### src/rtl/prio_irq_pkg.sv
package prio_irq_pkg;

   // number of request sources, counted in scan order
   localparam int unsigned NSRC = 7;

   // scan-order index of each source
   typedef enum logic [2:0] {
      SRC_EXT0 = 3'd0,
      SRC_TMR0 = 3'd1,
      SRC_EXT1 = 3'd2,
      SRC_TMR1 = 3'd3,
      SRC_OBUF = 3'd4,
      SRC_SER  = 3'd5,
      SRC_IBUF = 3'd6
   } src_e;

   // slot of a scan-order index: selects both its configuration bit
   // and its vector position (base + stride * slot)
   function automatic int unsigned slot_of(input int unsigned idx);
      case (idx)
         32'd4:   return 32'd6;
         32'd5:   return 32'd4;
         32'd6:   return 32'd5;
         default: return idx;
      endcase
   endfunction

endpackage

### src/rtl/prio_irq_sampler.sv
module prio_irq_sampler #(
   parameter int unsigned NSRC       = 7,
   parameter bit          SAMPLE_REG = 1'b1
) (
   input  logic            clk,
   input  logic            rst_n,
   input  logic [NSRC-1:0] raw,
   output logic [NSRC-1:0] seen
);

   generate
      if (SAMPLE_REG) begin : g_reg
         logic [NSRC-1:0] held;
         always_ff @(posedge clk or negedge rst_n) begin
            if (!rst_n) held <= '0;
            else        held <= raw;
         end
         assign seen = held;
      end else begin : g_thru
         assign seen = raw;
      end
   endgenerate

endmodule

### src/rtl/prio_irq_pick.sv
module prio_irq_pick #(
   parameter int unsigned NSRC  = 7,
   parameter int unsigned IDX_W = $clog2(NSRC)
) (
   input  logic [NSRC-1:0]  req,
   output logic             hit,
   output logic [IDX_W-1:0] idx
);

   // lowest set index wins: scan from the top so the last write is the first hit
   always_comb begin
      hit = |req;
      idx = '0;
      for (int i = NSRC - 1; i >= 0; i--) begin
         if (req[i]) idx = IDX_W'(i);
      end
   end

endmodule

### src/rtl/prio_irq_service.sv
module prio_irq_service (
   input  logic clk,
   input  logic rst_n,
   input  logic grant,
   input  logic grant_hi,
   input  logic reti,
   output logic in_hi,
   output logic in_lo
);

   logic hi_n, lo_n;

   always_comb begin
      hi_n = in_hi;
      lo_n = in_lo;
      if (reti) begin
         if (in_hi) hi_n = 1'b0;
         else       lo_n = 1'b0;
      end
      if (grant) begin
         if (grant_hi) hi_n = 1'b1;
         else          lo_n = 1'b1;
      end
   end

   always_ff @(posedge clk or negedge rst_n) begin
      if (!rst_n) begin
         in_hi <= 1'b0;
         in_lo <= 1'b0;
      end else begin
         in_hi <= hi_n;
         in_lo <= lo_n;
      end
   end

endmodule

### src/rtl/prio_irq_ctrl.sv
module prio_irq_ctrl
   import prio_irq_pkg::*;
#(
   parameter int unsigned VEC_W      = 8,
   parameter int unsigned VEC_BASE   = 3,
   parameter int unsigned VEC_STRIDE = 8,
   parameter int unsigned CFG_W      = 8,
   parameter bit          SAMPLE_REG = 1'b1
) (
   input  logic             clk,
   input  logic             rst_n,
   input  logic             ext0_flag,
   input  logic             tmr0_flag,
   input  logic             ext1_flag,
   input  logic             tmr1_flag,
   input  logic             obuf_flag,
   input  logic             ser_rx_flag,
   input  logic             ser_tx_flag,
   input  logic             ibuf_flag,
   input  logic [CFG_W-1:0] prio_cfg,
   input  logic [CFG_W-1:0] en_cfg,
   output logic             irq_req,
   output logic [VEC_W-1:0] irq_vec,
   output logic             irq_level,
   input  logic             irq_ack,
   input  logic             reti,
   output logic             active_hi,
   output logic             active_lo
);

   localparam int unsigned IDX_W    = $clog2(NSRC);
   localparam int unsigned GLOB_BIT = CFG_W - 1;
   localparam int unsigned TOP_VEC  = VEC_BASE + VEC_STRIDE * (NSRC - 1);

   // elaboration checks
   generate
      if (CFG_W != NSRC + 1) begin : g_bad_cfg
         $error("CFG_W must equal the source count plus one");
      end
      if (TOP_VEC >= (1 << VEC_W)) begin : g_bad_vec
         $error("vector table does not fit in VEC_W bits");
      end
      if (VEC_STRIDE == 0) begin : g_bad_stride
         $error("VEC_STRIDE must be nonzero");
      end
   endgenerate

   // raw requests in scan order; serial merges its two flags
   logic [NSRC-1:0] raw_req;
   assign raw_req[SRC_EXT0] = ext0_flag;
   assign raw_req[SRC_TMR0] = tmr0_flag;
   assign raw_req[SRC_EXT1] = ext1_flag;
   assign raw_req[SRC_TMR1] = tmr1_flag;
   assign raw_req[SRC_OBUF] = obuf_flag;
   assign raw_req[SRC_SER]  = ser_rx_flag | ser_tx_flag;
   assign raw_req[SRC_IBUF] = ibuf_flag;

   logic [NSRC-1:0] seen_req;

   prio_irq_sampler #(.NSRC(NSRC), .SAMPLE_REG(SAMPLE_REG)) u_sampler (
      .clk   (clk),
      .rst_n (rst_n),
      .raw   (raw_req),
      .seen  (seen_req)
   );

   // configuration bits re-ordered into scan order
   logic [NSRC-1:0] lvl_scan, en_scan;
   generate
      for (genvar g = 0; g < NSRC; g++) begin : g_map
         assign lvl_scan[g] = prio_cfg[slot_of(g)];
         assign en_scan[g]  = en_cfg[slot_of(g)];
      end
   endgenerate

   logic unused_prio_top;
   assign unused_prio_top = prio_cfg[GLOB_BIT];

   logic [NSRC-1:0] eligible, hi_set, lo_set;
   assign eligible = seen_req & en_scan & {NSRC{en_cfg[GLOB_BIT]}};
   assign hi_set   = eligible & lvl_scan;
   assign lo_set   = eligible & ~lvl_scan;

   logic             hi_hit, lo_hit;
   logic [IDX_W-1:0] hi_idx, lo_idx;

   prio_irq_pick #(.NSRC(NSRC), .IDX_W(IDX_W)) u_pick_hi (
      .req (hi_set),
      .hit (hi_hit),
      .idx (hi_idx)
   );

   prio_irq_pick #(.NSRC(NSRC), .IDX_W(IDX_W)) u_pick_lo (
      .req (lo_set),
      .hit (lo_hit),
      .idx (lo_idx)
   );

   // level gating against the services in progress
   logic             take_hi, take_lo, take_any;
   logic [IDX_W-1:0] win_idx;
   logic [VEC_W-1:0] win_vec;

   assign take_hi  = hi_hit && !active_hi;
   assign take_lo  = lo_hit && !active_hi && !active_lo && !take_hi;
   assign take_any = take_hi || take_lo;
   assign win_idx  = take_hi ? hi_idx : lo_idx;

   always_comb begin
      win_vec = VEC_W'(VEC_BASE + VEC_STRIDE * slot_of(32'(win_idx)));
   end

   // presented request: frozen until acknowledged
   always_ff @(posedge clk or negedge rst_n) begin
      if (!rst_n) begin
         irq_req   <= 1'b0;
         irq_vec   <= '0;
         irq_level <= 1'b0;
      end else if (!irq_req) begin
         if (take_any) begin
            irq_req   <= 1'b1;
            irq_vec   <= win_vec;
            irq_level <= take_hi;
         end
      end else if (irq_ack) begin
         irq_req <= 1'b0;
      end
   end

   prio_irq_service u_service (
      .clk      (clk),
      .rst_n    (rst_n),
      .grant    (irq_req && irq_ack),
      .grant_hi (irq_level),
      .reti     (reti),
      .in_hi    (active_hi),
      .in_lo    (active_lo)
   );

endmodule

### config.mk
export PLATFORM = sky130hd
export DESIGN_NAME = prio_irq_ctrl
export DESIGN_NICKNAME = d
export VERILOG_FILES = /design/src/rtl/prio_irq_pkg.sv /design/src/rtl/prio_irq_sampler.sv /design/src/rtl/prio_irq_pick.sv /design/src/rtl/prio_irq_service.sv /design/src/rtl/prio_irq_ctrl.sv
export SDC_FILE = /design/constraint.sdc
export NUM_CORES = 1
export LEC_CHECK = 0
export BUFFER_PORTS_ARGS = -buffer_cell sky130_fd_sc_hd__buf_2
export CAP_MARGIN = 20
export CORE_MARGIN = 5
export CORE_UTILIZATION = 47
export CTS_BUF_LIST = sky130_fd_sc_hd__clkbuf_4 sky130_fd_sc_hd__clkbuf_8
export DETAILED_ROUTE_END_ITERATION = 6
export HOLD_SLACK_MARGIN = 0.06
export PLACE_DENSITY = 0.85
export SLEW_MARGIN = 20
export SYNTH_ARGS = -nofsm -noshare
export SYNTH_HDL_FRONTEND = slang
export SYNTH_SLANG_ARGS = --single-unit
### constraint.sdc
create_clock -name clk -period 1.7 [get_ports clk]
set_input_delay 0.34 -clock clk [delete_from_list [all_inputs] [get_ports clk]]
set_output_delay 0.34 -clock clk [all_outputs]
set_load 0.02 [all_outputs]
==> run_results.csv <==
group,metric,value,unit
cells_and_area,drive_gt1_frac,0.441,
critical_path,start_kind,"flop",
placement,dpl_cell_area,0.00106,mm^2
timing,whs,157,ps
cells_and_area,nNetsFinal,156,
logic_synthesis,ys_seq_area_frac,0.446,
timing,period_share,0.999,
clock_tree,cts.path.max_buffers,2,
clock_tree,cts_tree,"done",
critical_path,crit_arrival,1870,ps
clock_tree,cts_root_buf,"clkbuf_4",
floorplan,rows,15,
floorplan,io_pins,40,
detailed_routing,drtIter0Drc,33,
logic_synthesis,synth_top_family_by_area,"simple AND/OR/NAND/NOR gates",
global_routing,grt_pass1_vias,931,
critical_path,crit_slowest_cell,"dfrtp_1",
logic_synthesis,synth_enable_flop_cells,0,
clock_tree,clk_latency,280,ps
logic_synthesis,synth_warnings,0,
floorplan,die-area,0.00274,mm^2
critical_path,end_kind,"flop",
detailed_routing,drt_first_pass_iters,4,
timing,setup_viol,0,
cells_and_area,finalNonFillerCells,152,
timing,period_needed,1700,ps
placement,io_buffers,35,
global_routing,grt.overflow.total,0,
logic_synthesis,synthDistinctLibCells,32,
pwr,power_density,1150,mW/mm^2
pwr,peakVddDrop,0.000812,V
detailed_routing,viasPerCell,5.76,
critical_path,crit_chain,"nand4_1 -> a31oi_4 -> nor2_4 -> mux2_4 -> and2_4 -> o22a_1",
floorplan,initial_core_util,0.493,
pwr,p_leak,0.524,nW
floorplan,die_h,52.3,um
logic_synthesis,synth_seq_cells,15,
detailed_routing,finalWirelength,2.45,mm
status,status,"finished clean",
clock_tree,cts_sinks,15,
timing,rsz0062_at_grt,"yes",
logic_synthesis,synthMuxAreaShare,0.0312,
cells_and_area,num_antenna_cells,0,
clock_tree,clk_pin_slew,90,ps
placement,hpwl,1.83,mm
timing,finClkSkew,0.725,ps
logic_synthesis,synthCells,85,
run,maxCapViolCount,0,
critical_path,crit_fanout,4,
logic_synthesis,synth-xor-area-share,0,
critical_path,critPathTopFamily,"simple AND/OR/NAND/NOR gates",
logic_synthesis,syn_area_per_cell,9.91,um^2
clock_tree,post-cts-setup-buffer-count,0,
logic_synthesis,yosys.area_share.simple,0.279,
logic_synthesis,synthArstFlopShare,1.00,
clock_tree,cts_max_level,1,
hold_path,min_path_type,"input pin to flop",
detailed_routing,wl_per_cell,16.1,um
cells_and_area,finalInstanceArea,0.00114,mm^2
timing,fmax,589,MHz
critical_path,critPathBufInv,0,
critical_path,required,1870,ps
floorplan,die_width,52.3,um
logic_synthesis,synth_compound_area_frac,0.177,
floorplan,coreArea,0.00171,mm^2
critical_path,crit_type,"flop to flop",
detailed_routing,drc,0,
critical_path,max_stage_delay,350,ps
detailed_routing,vias,875,
logic_synthesis,synth_ff_type,"dfrtp_1",
logic_synthesis,synthesis.area,842,um^2
global_routing,grt_pass1_wl,4.13,mm
global_routing,grt_start_max_net_pins,18,
global_routing,grt_usage,0.198,
cells_and_area,area_growth,35.1,%
global_routing,antenna_found_initial,0,
detailed_routing,ant_nets,0,
placement,dp_cells,147,
cells_and_area,finish.utilization,0.666,
placement,gp_congestion,0.817,
timing,maxSlewViolCount,0,
logic_synthesis,synthAdderAreaFrac,0,
timing,hold_viol,0,
clock_tree,cts_made_buffers,3,
## through the flow
step           total power, W  setup slack (ps)  TNS (ps)
2_1_floorplan        0.000831              21.1         0
3_5_place_dp          0.00105              -273      -761
5_1_grt               0.00139             -60.9      -109
4_1_cts               0.00127             0.680         0
6_report              0.00131              2.36         0
3_3_place_gp          0.00102              -179      -367
## worst register-to-register path, cell delays in order (launching register included)
cell and delay [ps]:
dfrtp_1 350, nand4_1 210, a31oi_4 300, nor2_4 80
mux2_4 310, and2_4 170, o22a_1 160
## cells in the mapped netlist (all sizes together), types with 2 or more instances
cell	count	area [um^2]
mux2	2	26.3
a41oi	2	25.0
nand2	8	30.0
nor3b	2	15.0
and2	2	15.0
o21ai	11	55.1
nand4	9	56.3
inv	2	7.51
a21oi	2	10.0
nor2	2	10.0
a31oi	2	12.5
buf	6	45.0
nand4b	7	61.3
dfrtp	15	375
## power by group
part           switching [W]  leakage (nW)  internal, W
combinational       0.000317         0.329     0.000236
clock               0.000113        0.0184     0.000107
sequential         0.0000962         0.176     0.000443
## sequential cells by signal (all words and copies together), names as in the netlist
register	count
irq_req	1
u_service.in_lo	1
u_sampler.seen	7
irq_level	1
irq_vec	4
u_service.in_hi	1
## area by class of cell
type / instances / area (um^2)
inverters: 2 / 7.51
repair buffers: 42 / 233
well taps: 25 / 31.3
multi-input cells: 64 / 460
clock buffers: 4 / 30.0
flip-flops and latches: 15 / 375
fillers: 136 / 571
## timing repair
item,CTS,global route
resized for setup,2,6
setup endpoints to repair,2,3
cloned,0,0
pin swaps,3,6
endpoints found under the hold margin,15,0
hold buffers,1,0
## kinds of logic after synthesis
logic type / count (synthesis)
and+or+nand+nor: 37
DFF: 15
buffers and inverters: 8
other: 1
AOI/OAI and AO/OA: 22
muxes: 2
## layer usage
| metal | part of all wire | wire [um] | GRT usage |
|---|---|---|---|
| met3 | 0.055 | 135 | 0.0342 |
| met4 | 0.013 | 32 | 0.0511 |
| met5 | 0 | 0 | 0 |
| met1 | 0.40 | 974 | 0.233 |
| met2 | 0.53 | 1310 | 0.366 |
## path summary, 6_finish.rpt
kind / cells after the start / endpoint / startpoint / slack, ps
max: 6 / irq_vec[3] / u_sampler.seen[4] / 2
min: 1 / u_sampler.seen[3] / tmr1_flag / 160
max reg2reg: 6 / irq_vec[3] / u_sampler.seen[4] / 2
min reg2reg: 2 / irq_vec[5] / irq_vec[5] / 470
max in group asynchronous: 2 / irq_vec[4] / rst_n / 950
min in group asynchronous: 2 / u_sampler.seen[2] / rst_n / 510
## cells in the final DEF, fill, tap and decap left out, types with 2 or more instances in the layout
master    count
buf_2        34
buf_4         6
clkbuf_4      5
conb_1        3
dfrtp_1      15
inv_1         2
nand2_1       8
nand4_1       9
nand4b_1      7
o21ai_0      10
Power figures use the tool's default switching activity.
